`config.mk`:
```
export PLATFORM = sky130hd
export DESIGN_NAME = wp_status_unit
export DESIGN_NICKNAME = d
export VERILOG_FILES = /design/src/rtl/wpu_pkg.sv /design/src/rtl/wpu_sector_lock.sv /design/src/rtl/wpu_decide.sv /design/src/rtl/wp_status_unit.sv
export SDC_FILE = /design/constraint.sdc
export NUM_CORES = 1
export LEC_CHECK = 0
export BUFFER_PORTS_ARGS = -buffer_cell sky130_fd_sc_hd__buf_2
export CAP_MARGIN = 20
export CORE_ASPECT_RATIO = 1.25
export CORE_UTILIZATION = 44
export CTS_CLUSTER_SIZE = 28
export DETAILED_ROUTE_END_ITERATION = 6
export PLACE_DENSITY = 0.95
export SYNTH_ARGS = -nofsm -noshare
export SYNTH_HDL_FRONTEND = slang
export SYNTH_SLANG_ARGS = --single-unit
```
`constraint.sdc`:
```
create_clock -name clk -period 1.9 [get_ports clk]
set_input_delay 0.475 -clock clk [delete_from_list [all_inputs] [get_ports clk]]
set_output_delay 0.475 -clock clk [all_outputs]
set_load 0.02 [all_outputs]
```
`src/rtl/wpu_pkg.sv`:
```
package wpu_pkg;
    typedef enum logic [1:0] {
        REQ_PROG = 2'd0,
        REQ_SECT = 2'd1,
        REQ_CHIP = 2'd2,
        REQ_STAT = 2'd3
    } req_kind_e;

    localparam int SR_PIN_EN_BIT = 7;
    localparam int SR_LVL_HI_BIT = 3;
    localparam int SR_LVL_LO_BIT = 2;
    localparam int SR_WEL_BIT    = 1;
endpackage

```
`src/rtl/wpu_sector_lock.sv`:
```
module wpu_sector_lock #(
    parameter int ADDR_W = 17,
    parameter int NSEC   = 4
) (
    input  logic [1:0]        prot_lvl,
    input  logic [ADDR_W-1:0] addr,
    output logic [NSEC-1:0]   lock_mask,
    output logic [NSEC-1:0]   addr_sel
);
    localparam int SEC_W   = (NSEC > 1) ? $clog2(NSEC) : 1;
    localparam int QTR_LO  = NSEC - NSEC / 4;
    localparam int HALF_LO = NSEC - NSEC / 2;

    logic [SEC_W-1:0] sec_idx;
    assign sec_idx = addr[ADDR_W-1 -: SEC_W];

    for (genvar s = 0; s < NSEC; s++) begin : g_sec
        always_comb begin
            case (prot_lvl)
                2'b01:   lock_mask[s] = (s >= QTR_LO);
                2'b10:   lock_mask[s] = (s >= HALF_LO);
                2'b11:   lock_mask[s] = 1'b1;
                default: lock_mask[s] = 1'b0;
            endcase
            addr_sel[s] = (sec_idx == SEC_W'(s));
        end
    end
endmodule

```
`src/rtl/wpu_decide.sv`:
```
module wpu_decide
    import wpu_pkg::*;
#(
    parameter int NSEC = 4
) (
    input  req_kind_e       kind,
    input  logic            busy,
    input  logic            wel,
    input  logic            hw_lock,
    input  logic            pend,
    input  logic [NSEC-1:0] lock_mask,
    input  logic [NSEC-1:0] addr_sel,
    output logic            allow,
    output logic [NSEC-1:0] sel
);
    logic base_ok;
    assign base_ok = wel & ~busy;

    always_comb begin
        allow = 1'b0;
        sel   = '0;
        unique case (kind)
            REQ_PROG, REQ_SECT: begin
                allow = base_ok & ~|(addr_sel & lock_mask);
                sel   = addr_sel;
            end
            REQ_CHIP: begin
                allow = base_ok & ~&lock_mask;
                sel   = ~lock_mask;
            end
            REQ_STAT: begin
                allow = base_ok & pend & ~hw_lock;
                sel   = '0;
            end
            default: ;
        endcase
        if (!allow) sel = '0;
    end
endmodule

```
`src/rtl/wp_status_unit.sv`:
```
module wp_status_unit
    import wpu_pkg::*;
#(
    parameter int         ADDR_W   = 17,
    parameter int         NSEC     = 4,
    parameter logic [7:0] RESET_SR = 8'h00
) (
    input  logic              clk,
    input  logic              rst_n,
    input  logic              set_wel,
    input  logic              clr_wel,
    input  logic              sr_load,
    input  logic [7:0]        sr_data,
    input  logic              cycle_done,
    input  logic              wr_busy,
    input  logic              lock_pin_n,
    input  logic [1:0]        req_kind,
    input  logic [ADDR_W-1:0] req_addr,
    input  logic              frame_end,
    output logic              allow,
    output logic              grant,
    output logic [NSEC-1:0]   grant_sel,
    output logic [7:0]        status_byte
);
    typedef struct packed {
        logic            pin_en;
        logic [1:0]      prot_lvl;
        logic            wel;
        logic            pend;
        logic [2:0]      pend_bits;
        logic            pin_q;
        logic            grant;
        logic [NSEC-1:0] sel;
    } state_t;

    state_t st_d, st_q;

    logic [NSEC-1:0] lock_mask, addr_sel, dec_sel;
    logic            hw_lock, pin_fell;
    req_kind_e       kind;

    assign kind     = req_kind_e'(req_kind);
    assign hw_lock  = st_q.pin_en & ~lock_pin_n;
    assign pin_fell = st_q.pin_q & ~lock_pin_n;

    wpu_sector_lock #(.ADDR_W(ADDR_W), .NSEC(NSEC)) i_lock (
        .prot_lvl  (st_q.prot_lvl),
        .addr      (req_addr),
        .lock_mask (lock_mask),
        .addr_sel  (addr_sel)
    );

    wpu_decide #(.NSEC(NSEC)) i_decide (
        .kind      (kind),
        .busy      (wr_busy),
        .wel       (st_q.wel),
        .hw_lock   (hw_lock),
        .pend      (st_q.pend),
        .lock_mask (lock_mask),
        .addr_sel  (addr_sel),
        .allow     (allow),
        .sel       (dec_sel)
    );

    always_comb begin
        st_d       = st_q;
        st_d.grant = 1'b0;
        st_d.sel   = '0;
        st_d.pin_q = lock_pin_n;
        if (!wr_busy) begin
            if (clr_wel)      st_d.wel = 1'b0;
            else if (set_wel) st_d.wel = 1'b1;
            if (sr_load) begin
                st_d.pend      = 1'b1;
                st_d.pend_bits = {sr_data[SR_PIN_EN_BIT],
                                  sr_data[SR_LVL_HI_BIT],
                                  sr_data[SR_LVL_LO_BIT]};
            end
        end
        if (st_q.pend && st_q.pin_en && pin_fell) st_d.pend = 1'b0;
        if (frame_end) begin
            st_d.pend = 1'b0;
            if (allow) begin
                st_d.grant = 1'b1;
                st_d.sel   = dec_sel;
                if (kind == REQ_STAT) begin
                    st_d.pin_en   = st_q.pend_bits[2];
                    st_d.prot_lvl = st_q.pend_bits[1:0];
                end
            end
        end
        if (cycle_done) st_d.wel = 1'b0;
    end

    always_ff @(posedge clk or negedge rst_n) begin
        if (!rst_n) begin
            st_q          <= '0;
            st_q.pin_en   <= RESET_SR[SR_PIN_EN_BIT];
            st_q.prot_lvl <= {RESET_SR[SR_LVL_HI_BIT], RESET_SR[SR_LVL_LO_BIT]};
            st_q.pin_q    <= 1'b1;
        end else begin
            st_q <= st_d;
        end
    end

    assign grant       = st_q.grant;
    assign grant_sel   = st_q.sel;
    assign status_byte = wr_busy ? 8'hFF
                       : {st_q.pin_en, 3'b000, st_q.prot_lvl, st_q.wel, 1'b0};
endmodule

```
# After elaboration in Yosys (flattened, before gate mapping)
# Cells that the tools add are included.
[op_classes] n_reduce_logical=17 n_eq_ne=11 mux=15 bitwise_logic=12
[op_table] cell="5-bit two-way mux" count=3
[op_table] cell="2-bit == test (second input constant)" count=6
[op_table] cell="4-bit case mux with 3 select lines" count=1
[op_table] cell="1-bit two-way mux" count=8
[op_table] cell="8-bit two-way mux" count=1
[op_table] cell="1-bit bitwise AND" count=7
[op_table] cell="2-bit by 1-bit == test with 1-bit output (second input constant)" count=3
[op_table] cell="2-bit AND reduction" count=3
[op_table] cell="3-bit AND reduction" count=2
[op_table] cell="3-bit nonzero test" count=2
[op_table] cell="4-bit bitwise AND" count=1
[op_table] cell="2-bit zero test" count=2
[op_table] cell="4-bit two-way mux" count=1
[op_table] cell="4-bit inverter" count=1
[op_table] cell="2-bit OR reduction" count=2
[op_table] cell="4-bit OR reduction" count=1
[op_table] cell="3-bit by 1-bit != test with 1-bit output (second input constant)" count=1
[op_table] cell="1-bit inverter" count=3
[op_table] cell="1-bit case mux with 3 select lines" count=1
[op_table] cell="3-bit OR reduction" count=1
[op_table] cell="1-bit logical AND" count=2
[op_table] cell="1-bit zero test" count=2
[op_table] cell="2-bit != test (second input constant)" count=1
[totals] out_inout_bits=14 ff_bits=14

# Logic depth before layout (Yosys ltp)
# Gate-level depths: netlist of the first run.
[logic_depth] word_depth=10 depth_mapped=4 ltp_nobuf=3

# Hierarchy
# From an unflattened synthesis of the first run, not the netlist that was laid out.
[unflattened] hier_cells=78 hier_area_um2=865.8
[modules_own_cells] module="wp_status_unit" n_inst=1 cells_per_inst=47 area_per_inst_um2=611.8 seq_area_each_um2=351.6
[modules_own_cells] module="wpu_decide" n_inst=1 cells_per_inst=23 area_per_inst_um2=203.9 seq_area_each_um2=0.0
[modules_own_cells] module="wpu_sector_lock" n_inst=1 cells_per_inst=8 area_per_inst_um2=50.0 seq_area_each_um2=0.0

# Least setup slack after synthesis of the first run
# No wires, ideal clock.
[synth_timing] path_type="in2out" startpoint="input port req_kind[1]" endpoint="output port allow" path_slack_ns=-0.152 t_required_ns=1.425 path_stages=4 path_buffers=1 arrival_time_ns=1.577 path_cell_list="buf_6 -> and2_4 -> a21boi_4 -> nor4_1"
[synth_via] elab_chain_cells=3 word_cells_on_any_way=6 classes_between="eq/ne: 3; mux: 1; reduce/logical: 2"
[synth_lines] item="start, declared" line="wp_status_unit.sv:17" source="input logic [1:0] req_kind,"
[synth_lines] item="2-bit by 1-bit == test with 1-bit output or 2-bit zero test (tied branches)" line="wpu_decide.sv:22" source="unique case (kind)"
[synth_lines] item="2-bit OR reduction" line="wpu_decide.sv:22"
[synth_lines] item="1-bit case mux with 3 select lines *" line="wpu_decide.sv:22"
[synth_lines] item="end, declared" line="wp_status_unit.sv:20" source="output logic allow,"
# Every way passes the cells marked *; elsewhere a longest branch is shown, timed or not.

# Worst setup path in the final report of the first run
[layout_timing] startpoint="register, netlist name st_q[11]" endpoint="output port allow"
[layout_via] elab_chain_cells=8 word_cells_on_any_way=16 classes_between="eq/ne: 3; mux: 4; bitwise: 3; reduce/logical: 6"
[layout_lines] item="2-bit by 1-bit == test with 1-bit output or 2-bit == test (tied branches)" line="wpu_sector_lock.sv:19" source="case (prot_lvl)"
[layout_lines] item="3-bit OR reduction (no source line) or 2-bit OR reduction (tied branches)"
[layout_lines] item="1-bit two-way mux" line="wpu_sector_lock.sv:19"
[layout_lines] item="4-bit bitwise AND" line="wpu_decide.sv:24" source="allow = base_ok & ~|(addr_sel & lock_mask);"
[layout_lines] item="4-bit OR reduction" line="wpu_decide.sv:24"
[layout_lines] item="1-bit zero test" line="wpu_decide.sv:24"
[layout_lines] item="1-bit bitwise AND" line="wpu_decide.sv:24"
[layout_lines] item="1-bit case mux with 3 select lines *" line="wpu_decide.sv:22"
# Marked as above.

==> results by group, run 1 <==
Drt
  • Iteration count of the initial detailed-routing pass: 4
  • Via density: around 5.4
  • # DRC: 0
  • Avg WL per Cell: about 14 um
  • Number of antenna-violating nets in the routed design: 0
  • WL final: approximately 1700 um
  • Vias: 630
  • 1st-iter DRT viols: 9

Placed design
  • Area after DPL: 884.6 um^2
  • GPL Wtd Cong: between 0.7 and 0.8
  • HPWL after detailed placement: roughly 1200 um
  • PortBufs: 29

Power and ir drop
  • Pwr Density: 691.4 nW/um^2
  • Leakage: around 0.47 nW
  • Psw: approximately 0.17 mW
  • Clock network power share: about a third
  • Sequential cell fraction of total power: 49.8%
  • Max VDD drop: between 500 and 600 uV
  • Final Power: 0.6618 mW
  • Sw Share: 26.24%
  • Comb pwr share: 17.7%
  • Pint: approximately 0.49 mW

Synth
  • Main flop type after synthesis: dfrtp_1
  • Post-synthesis cell area: 767.0 um^2
  • Synth warn: 0
  • Sequential area share after synthesis: between 40% and 50%
  • EDFF count, synth: 0
  • Avg Inst Size Synth: 10.96 um^2
  • #FFs+latches synth: 14
  • Async S/R FF share, synth: 100.0%
  • Synthesized instance count: 70
  • Synthesized Nets: 106
  • Yosys cell types: 27

Global route
  • Largest net degree at the start of global routing: 15
  • Initial antenna violation count: 0
  • GRT Total Usage: about a fifth
  • Number of global-route vias before repair: approximately 650
  • Remaining Overflow, GRT: 0
  • First-pass GRT wire length: between 2000 and 3000 um

STA
  • Tmin final: about 1800 ps
  • Tcrit/Tclk final: a little over nine tenths
  • Final setup viols: 0
  • Slew Limit Fails: 0
  • RSZ-0062 raised after global routing: false
  • Final Hold Viols: 0
  • Clock skew: just under 7 ps
  • Fin Hold WS: between 70 and 80 ps
  • Slew margin rel.: between 70% and 80%
  • Fmax achieved: between 0.5 and 0.6 GHz
  • Worst-Margin Slew: 314.3 ps

Worst setup path
  • CP max FO: 4
  • R2r startpoint: st_q[13]
  • Startpoint Class: register
  • Required time of the critical path: around 1400 ps
  • Element type at the critical path end: output pin
  • Crit path kind: reg -> out
  • Critical Path Start: st_q[11]
  • Worst EP arrival: approximately 1400 ps

Floorplanning
  • Initial core utilization: a little under half
  • Ports: 50
  • Die Footprint: roughly 1900 um^2
  • Die W: slightly below 40 um
  • Chip height: roughly 49 um
  • # rows: 16
  • CORE AREA: about 1600 um^2

Layout
  • Layout Nets: ~140
  • Share of layout cells above drive strength 1: between 50% and 60%
  • Final Cell Area: 957.2 um^2
  • Area Overhead vs Synth: 24.80%
  • Antenna fix cells: 0

Clocking
  • Root buffer cell: clkbuf_4
  • Clock Sinks: 14
  • CTS H-Tree Depth: 1
  • CTS clk-pin slew, worst paths: 90 ps
  • Clk_lat worst skew: ~270 ps
  • Clk buf depth: 2
  • Post-CTS Hold Fix Bufs: 0
  • CTS buffer count: 3
  • CTS tree: yes

Outcome
  • Status: completed

Job
  • Max Cap Viol: 0

Min path
  • Min-Delay Path Class: in -> async
[area by class of cell]
class	instances	area, um^2
fillers	156	644.4
multi-input cells	46	364.1
flip-flops and latches	14	352.8
repair buffers	33	177.7
clock buffers	4	36.28
well taps	18	22.52
inverters	1	3.754
[per-stage QoR]
step / util [%] / cells / setup WS (ps) / setup TNS, ps
floorplan: - / 70 / 71.42 / 0
global route: 59.77 / 116 / 13.81 / 0
CTS: 58.36 / 115 / 5.205 / 0
detailed placement: 55.23 / 110 / -2.125 / -2.125
global placement: 55.23 / 110 / 63.15 / 0
finish: 59.77 / 116 / 63.48 / 0
[cell usage after synthesis (2+ instances only)]
library cell,count,area (um^2)
nand3_1,2,10.01
nor2_1,4,15.01
nor4_1,6,37.54
buf_4,8,60.06
a21oi_1,5,25.02
nand2_1,3,11.26
mux2_2,3,33.78
nor3_1,2,10.01
mux2_4,3,45.04
o21ai_0,2,10.01
or2_2,4,25.02
dfrtp_1,13,325.3
[power groups by stage]
stage	Clock, mW	Combinational [mW]	Sequential, mW
after floorplan	0	0.0750	0.332
after global placement	0	0.105	0.334
after detailed placement	0	0.110	0.335
after CTS	0.216	0.113	0.329
after global routing	0.231	0.127	0.332
final	0.215	0.117	0.330
[kinds of logic (layout without fill, tap and decap cells)]
family,Yosys count,in the layout,synth area share (%)
and+or+nand+nor,29,29,24.31
AOI/OAI and AO/OA,11,11,9.789
buffers and inverters,10,38,9.788
DFF,14,14,45.84
muxes,6,6,10.28
[worst max-delay path, stage by stage (launching register included)]
cell and delay [ps]:
dfrtp_1 430, nand2_2 110, nor2_1 90, nor4_2 270, buf_4 180
[state kept, by name (all words and copies together), names as in the netlist]
signal	cells
st_q	9
grant	1
grant_sel	4
[routing by layer]
layer / vias to the layer above / share of wire [%] / GRT usage (%) / routed length [um]
met2: 28 / 56 / 35.56 / 934
met4: 0 / 2.0 / 5.747 / 33
met3: 5 / 5.1 / 4.128 / 85
met5: - / 0 / 0 / 0
li1: 298 / - / - / -
met1: 299 / 37 / 21.39 / 608
[repair_timing]
| action | in CTS | in global routing |
|---|---|---|
| buffers inserted | 1 | 1 |
| pin swaps | 0 | 2 |
| setup endpoints to repair | 1 | 1 |
| gates resized for setup | 3 | 4 |
[final timing paths]
kind	end	slack, ps	cells after the start
worst max-delay path	allow	60	4
worst min-delay path	st_q[13]	70	1
worst max register to register	st_q[13]	630	4
worst min register to register	st_q[11]	520	1
max in group asynchronous	st_q[5]	1540	1
min in group clk	st_q[5]	300	1
[cells in the final DEF, fill, tap and decap left out, types with 2 or more instances in the layout]
| cell type | netlist | layout |
|---|---|---|
| nor2_1 | 4 | 4 |
| dfrtp_1 | 13 | 12 |
| mux2_2 | 3 | 3 |
| or2_2 | 4 | 4 |
| nand2_1 | 3 | 2 |
| clkbuf_4 | 0 | 3 |
| a21oi_1 | 5 | 4 |
| buf_2 | 0 | 28 |
| nor3_1 | 2 | 2 |
| buf_4 | 8 | 5 |
| mux2_4 | 3 | 3 |
| nor4_1 | 6 | 5 |
| nand3_1 | 2 | 2 |
(Power assumes the default switching activity.)
==> run 2: changes to the inputs <==
--- a/config.mk
+++ b/config.mk
@@ -7,9 +7,8 @@
 export LEC_CHECK = 0
 export BUFFER_PORTS_ARGS = -buffer_cell sky130_fd_sc_hd__buf_2
 export CAP_MARGIN = 20
-export CORE_ASPECT_RATIO = 1.25
 export CORE_UTILIZATION = 44
-export CTS_CLUSTER_SIZE = 28
+export CTS_CLUSTER_SIZE = 20
 export DETAILED_ROUTE_END_ITERATION = 6
 export PLACE_DENSITY = 0.95
 export SYNTH_ARGS = -nofsm -noshare
==> results by group, run 2 (synthesis results as in run 1) <==
Outcome
  • Status: finished, violations left
  • Violated checks: design-rule violations

Power and ir drop
  • Max VDD drop: 346.0 uV (-31%)
  • Sw Share: 26.43% (+0.19 points)
  • Psw: 0.1627 mW (-6.3%)
  • Clock network power share: 27.8% (-4.7 points)
  • Comb pwr share: 18.5% (+0.8 points)
  • Sequential cell fraction of total power: 53.6% (+3.8 points)
  • Leakage: 0.4653 nW (-1.4%)
  • Pwr Density: 648.9 nW/um^2 (-6.1%)
  • Pint: 0.4528 mW (-7.2%)

Floorplanning
  • Die Footprint: 1914 um^2 (about the same)
  • CORE AREA: 1559 um^2 (-2.7%)
  • Chip height: 43.75 um (-10%)
  • Ports: 50 (unchanged)
  • Initial core utilization: 49.20% (+1.3 points)
  • # rows: 14 (-2)
  • Die W: 43.75 um (+11%)

Layout
  • Layout Cells excl Fill: 114 (-1.7%)
  • Highest-count cells in the layout ignoring fill and taps: 28 x buf_2, 11 x dfrtp_1, 5 x nor4_1
  • Commonest non-fill, non-tap cell in the layout: buf_2
  • Largest Register: st_q
  • FF/Latch Area: 354.1 um^2 (+0.35%)
  • Fillers: 124 (-21%)
  • Antenna fix cells: 0 (unchanged)
  • Area of the multi-input gates: 366.6 um^2 (+0.69%)
  • Final Cell Area: 948.4 um^2 (-0.91%)
  • Max reg flops: 9 (unchanged)
  • Finished Core Util: 60.83% (+1.1 points)
  • Area Overhead vs Synth: 23.65%
  • Share of layout cells above drive strength 1: 60.20% (+1.0 points)
  • Layout Nets: 135 (unchanged)

Worst setup path
  • Critical Path Start: req_kind[1]
  • Slowest CP cell: nor4_2
  • R2r startpoint: st_q[12]
  • Worst EP arrival: 1360 ps (about the same)
  • Crit path kind: in -> out
  • R2r endpoint: grant_sel[1]
  • Startpoint Class: input port
  • Required time of the critical path: 1420 ps (about the same)
  • CP max FO: 9 (+5)
  • Worst reg2reg path depth: 5 (+1)
  • Reg2Reg Setup Slack: 600 ps (-30 ps)
  • Slowest stage delay, CP: 200 ps (-230 ps)
  • CP endpoint: allow
  • Worst path cell trace: clkbuf_4 -> and2_4 -> a21boi_4 -> nor4_2 -> buf_2
  • Element type at the critical path end: output pin

STA
  • Fmax achieved: 0.5437 GHz (-0.16%)
  • Fin Hold WS: 74.09 ps (+0.001700 ps)
  • Tmin final: 1839 ps (+2.863 ps)
  • Tcrit/Tclk final: 96.81% (+0.15 points)
  • Final Hold Viols: 0 (unchanged)
  • Slew Limit Fails: 0 (unchanged)
  • Clock skew: 5.146 ps (-1.624 ps)
  • Final setup viols: 0 (unchanged)
  • Final Worst Setup Slack: 60.62 ps (-2.863 ps)
  • Worst-Margin Slew: 306.8 ps (-7.549 ps)
  • Slew margin rel.: 79.55% (+0.58 points)

Drt
  • # DRC: 3 (+3)
  • Iteration count of the initial detailed-routing pass: 6 (+2)
  • Avg WL per Cell: 13.18 um (-8.0%)
  • Number of antenna-violating nets in the routed design: 0 (unchanged)
  • WL final: 1502 um (-9.6%)
  • 1st-iter DRT viols: 7 (-2)
  • Vias: 608 (-3.5%)
  • Via density: 5.333 (-1.8%)

Global route
  • Number of global-route vias before repair: 582 (-10%)
  • GRT Total Usage: 18.13% (-1.5 points)
  • Initial antenna violation count: 0 (unchanged)
  • Largest net degree at the start of global routing: 15 (unchanged)
  • Remaining Overflow, GRT: 0 (unchanged)
  • First-pass GRT wire length: 2456 um (-7.3%)

Placed design
  • Placed insts: 107 (-2.7%)
  • GPL Wtd Cong: 0.7723 (+1.4%)
  • PortBufs: 29 (unchanged)
  • Place WS: 8.352 ps (+10.48 ps)
  • HPWL after detailed placement: 1092 um (-11%)
  • Area after DPL: 874.6 um^2 (-1.1%)

Clocking
  • Root buffer cell: clkbuf_4
  • CTS clk-pin slew, worst paths: 80 ps (about the same)
  • CTS H-Tree Depth: 1 (unchanged)
  • Clock Sinks: 14 (unchanged)
  • Clk_lat worst skew: 280 ps (about the same)
  • CTS buffer count: 3 (unchanged)
  • Post-CTS Hold Fix Bufs: 0 (unchanged)
  • Clk buf depth: 2 (unchanged)
  • CTS tree: yes

Job
  • Max Cap Viol: 0 (unchanged)

Min path
  • Min-Delay Path Class: in -> async
run 2: changes by cell type in the layout (fill, tap and decap cells not counted), sizes merged:
cell | before | now
buf | 33 | 32
clkbuf | 4 | 5
run 2: stage by stage:
step / total power [mW] / TNS [ps]
finish: 0.6154 / 0
floorplan: 0.4071 / 0
global placement: 0.4362 / 0
CTS: 0.6192 / 0
global route: 0.6480 / -1.433
detailed placement: 0.4419 / 0
run 2: cell type report:
cell class | count | share of cell area (%)
multi-input cells | 46 | 38.65
flip-flops and latches | 14 | 37.34
repair buffers | 33 | 18.73
clock buffers | 4 | 2.770
well taps | 16 | 2.111
inverters | 1 | 0.3958
run 2: metal layers:
| metal | vias up | track usage (%) | part of all wire, % |
|---|---|---|---|
| li1 | 297 | - | - |
| met1 | 291 | 19.89 | 40 |
| met2 | 18 | 30.75 | 53 |
| met3 | 2 | 5.000 | 5.3 |
| met4 | 0 | 11.25 | 1.5 |
| met5 | - | 0 | 0 |
run 2: how the worst min path moves through the flow:
stage                     start           end  slack, ps  depth (start not counted)
final                     rst_n  grant_sel[0]         70                          1
after global routing      rst_n  grant_sel[3]         90                          1
after CTS                 rst_n  grant_sel[0]         80                          1
after detailed placement  rst_n  grant_sel[1]        380                          1
after global placement    rst_n  grant_sel[0]        370                          1
after floorplan           rst_n         grant        180                          0
run 2: power groups by stage:
stage               sequential (mW)  combinational, mW  clock, mW
floorplan                     0.332             0.0750          0
global placement              0.334              0.102          0
detailed placement            0.335              0.107          0
CTS                           0.330              0.112      0.178
global route                  0.332              0.124      0.192
finish                        0.330              0.114      0.171
run 2: what timing repair did:
item | CTS | global route
endpoints found under the setup margin | 1 | 1
resized for setup | 4 | 5
buffers inserted | 2 | 1
pin swaps | 3 | 1
run 2: critical path, delay by kind of cell:
family	cells	cell delay, ps
and+or+nand+nor	2	380
buffers and inverters	2	360
AOI/OAI and AO/OA	1	150
==> run 3: changes to the inputs <==
--- a/config.mk
+++ b/config.mk
@@ -11,6 +11,7 @@
 export CTS_CLUSTER_SIZE = 20
 export DETAILED_ROUTE_END_ITERATION = 6
 export PLACE_DENSITY = 0.95
+export RECOVER_POWER = 50
 export SYNTH_ARGS = -nofsm -noshare
 export SYNTH_HDL_FRONTEND = slang
 export SYNTH_SLANG_ARGS = --single-unit
==> results by group, run 3 (synthesis results as in run 1) <==
Drt
  • # DRC: 3 (unchanged)
  • Iteration count of the initial detailed-routing pass: 6 (unchanged)
  • 1st-iter DRT viols: 7 (unchanged)
  • Number of antenna-violating nets in the routed design: 0 (unchanged)
  • Avg WL per Cell: 13.16 um (-0.13%)
  • WL final: 1500 um (-0.13%)
  • Vias: 605 (-0.49%)
  • Via density: 5.307 (-0.49%)

Worst setup path
  • Worst path cell trace: clkbuf_4 -> and2_4 -> a21boi_4 -> nor4_2 -> buf_2
  • Required time of the critical path: 1420 ps (about the same)
  • Buf/Inv on CP: 2 (unchanged)
  • Startpoint Class: input port
  • CP max FO: 9 (unchanged)
  • Element type at the critical path end: output pin
  • Reg2Reg Setup Slack: 600 ps (about the same)
  • CP delay by family, top: simple AND/OR/NAND/NOR gates
  • Worst reg2reg path depth: 5 (unchanged)
  • Crit path kind: in -> out
  • Slowest stage delay, CP: 200 ps (about the same)
  • Worst EP arrival: 1360 ps (about the same)
  • R2r startpoint: st_q[12]
  • Slowest CP cell: nor4_2
  • R2r endpoint: grant_sel[1]

Floorplanning
  • CORE AREA: 1559 um^2 (unchanged)
  • Die W: 43.75 um (unchanged)
  • Die Footprint: 1914 um^2 (unchanged)
  • Initial core utilization: 49.20% (unchanged)
  • Ports: 50 (unchanged)
  • # rows: 14 (unchanged)
  • Chip height: 43.75 um (unchanged)

STA
  • Slew margin rel.: 51.72% (-28 points)
  • Slew Limit Fails: 0 (unchanged)
  • Clock skew: 5.872 ps (+0.7259 ps)
  • TNS Setup: 0 ps (unchanged)
  • Final Hold Viols: 0 (unchanged)
  • Fmax achieved: 0.5437 GHz (about the same)
  • Tcrit/Tclk final: 96.81% (about the same)
  • Final setup viols: 0 (unchanged)
  • Tmin final: 1839 ps (-0.01170 ps)
  • Worst-Margin Slew: 724.2 ps (+417.4 ps)

Placed design
  • GPL Wtd Cong: 0.7723 (unchanged)
  • HPWL after detailed placement: 1092 um (unchanged)
  • Area after DPL: 874.6 um^2 (unchanged)
  • PortBufs: 29 (unchanged)

Global route
  • Grt met3 use: 5.000% (unchanged)
  • Largest net degree at the start of global routing: 15 (unchanged)
  • GRT met1 Usage: 19.89% (unchanged)
  • Most Crowded Layer GR: met2
  • Number of global-route vias before repair: 582 (unchanged)
  • First-pass GRT wire length: 2456 um (unchanged)
  • M2 GR Usage: 30.75% (unchanged)
  • Initial antenna violation count: 0 (unchanged)
  • GRT Total Usage: 18.13% (unchanged)
  • Remaining Overflow, GRT: 0 (unchanged)

Power and ir drop
  • Max VDD drop: 342.3 uV (-1.1%)
  • Pwr Density: 649.1 nW/um^2 (about the same)
  • Leakage: 0.4601 nW (-1.1%)
  • Final Power: 0.6132 mW (-0.37%)

Clocking
  • Root buffer cell: clkbuf_4
  • Clk_lat worst skew: 280 ps (about the same)
  • Post-CTS Hold Fix Bufs: 0 (unchanged)
  • Clock Sinks: 14 (unchanged)
  • CTS buffer count: 3 (unchanged)
  • Clk buf depth: 2 (unchanged)
  • CTS tree: yes
  • CTS clk-pin slew, worst paths: 80 ps (about the same)
  • CTS H-Tree Depth: 1 (unchanged)

Layout
  • Antenna fix cells: 0 (unchanged)
  • FF/Latch Area: 354.1 um^2 (unchanged)
  • Final Cell Area: 944.7 um^2 (-0.40%)
  • Fillers: 127 (+2.4%)
  • Area of the multi-input gates: 365.4 um^2 (-0.34%)
  • Highest-count cells in the layout ignoring fill and taps: 26 x buf_2, 11 x dfrtp_1, 5 x nor4_1
  • Share of layout cells above drive strength 1: 57.14% (-3.1 points)
  • Largest Register: st_q
  • Max reg flops: 9 (unchanged)
  • Commonest non-fill, non-tap cell in the layout: buf_2
  • Area Overhead vs Synth: 23.16%
  • Layout Nets: 135 (unchanged)

Min path
  • Min-Delay Path Class: in -> async

Job
  • Max Cap Viol: 0 (unchanged)

Outcome
  • Violated checks: design-rule violations
  • Status: finished, violations left
run 3: report_power, final:
group	switching, mW	internal (mW)	total (mW)
clock	0.0887	0.0814	0.170
sequential	0.0138	0.316	0.330
combinational	0.0589	0.0541	0.113
total	0.161	0.452	0.613
run 3: area by class of cell:
type                            instances  area share (%)
Sequential cell                        14           37.48
Tap cell                               16           2.119
Timing Repair Buffer                   33           18.54
Inverter                                1          0.3974
Multi-Input combinational cell         46           38.68
Clock buffer                            4           2.781
run 3: worst reg2reg max path, stage by stage (launching register included):
cell	delay [ps]
dfrtp_2	440
buf_4	150
o21ai_2	70
a21oi_4	80
buf_4	150
nor4_1	300
run 3: timing repair:
item | 4_1_cts | 5_1_grt
setup buffers | 2 | 1
pin swaps | 3 | 1
resized for setup | 4 | 5
setup endpoints to repair | 1 | 1
hold endpoints to repair | 0 | 0
run 3: worst max path at each step:
stage / start / endpoint / slack [ps] / cells past startpoint
floorplan: req_kind[1] / allow / 70 / 4
global placement: req_addr[16] / allow / 60 / 5
detailed placement: req_addr[16] / allow / 8 / 5
CTS: st_q[11] / allow / 2 / 4
global route: req_kind[1] / allow / -1 / 5
finish: req_kind[1] / allow / 60 / 5
run 3: metrics by stage:
| step | util, % | std cells | hold slack (ps) | setup slack, ps |
|---|---|---|---|---|
| floorplan | - | 70 | 179.4 | 71.42 |
| CTS | 59.71 | 113 | 78.35 | 2.201 |
| finish | 60.59 | 114 | 222.3 | 60.63 |
| detailed placement | 56.10 | 107 | 383.3 | 8.352 |
| global placement | 56.10 | 107 | 371.4 | 63.91 |
| global route | 60.59 | 114 | 289.9 | -1.433 |
run 3: layer usage:
metal / vias up / routed length, um
li1: 297 / -
met1: 287 / 595
met3: 2 / 77
met4: 0 / 24
met2: 19 / 801
met5: - / 0
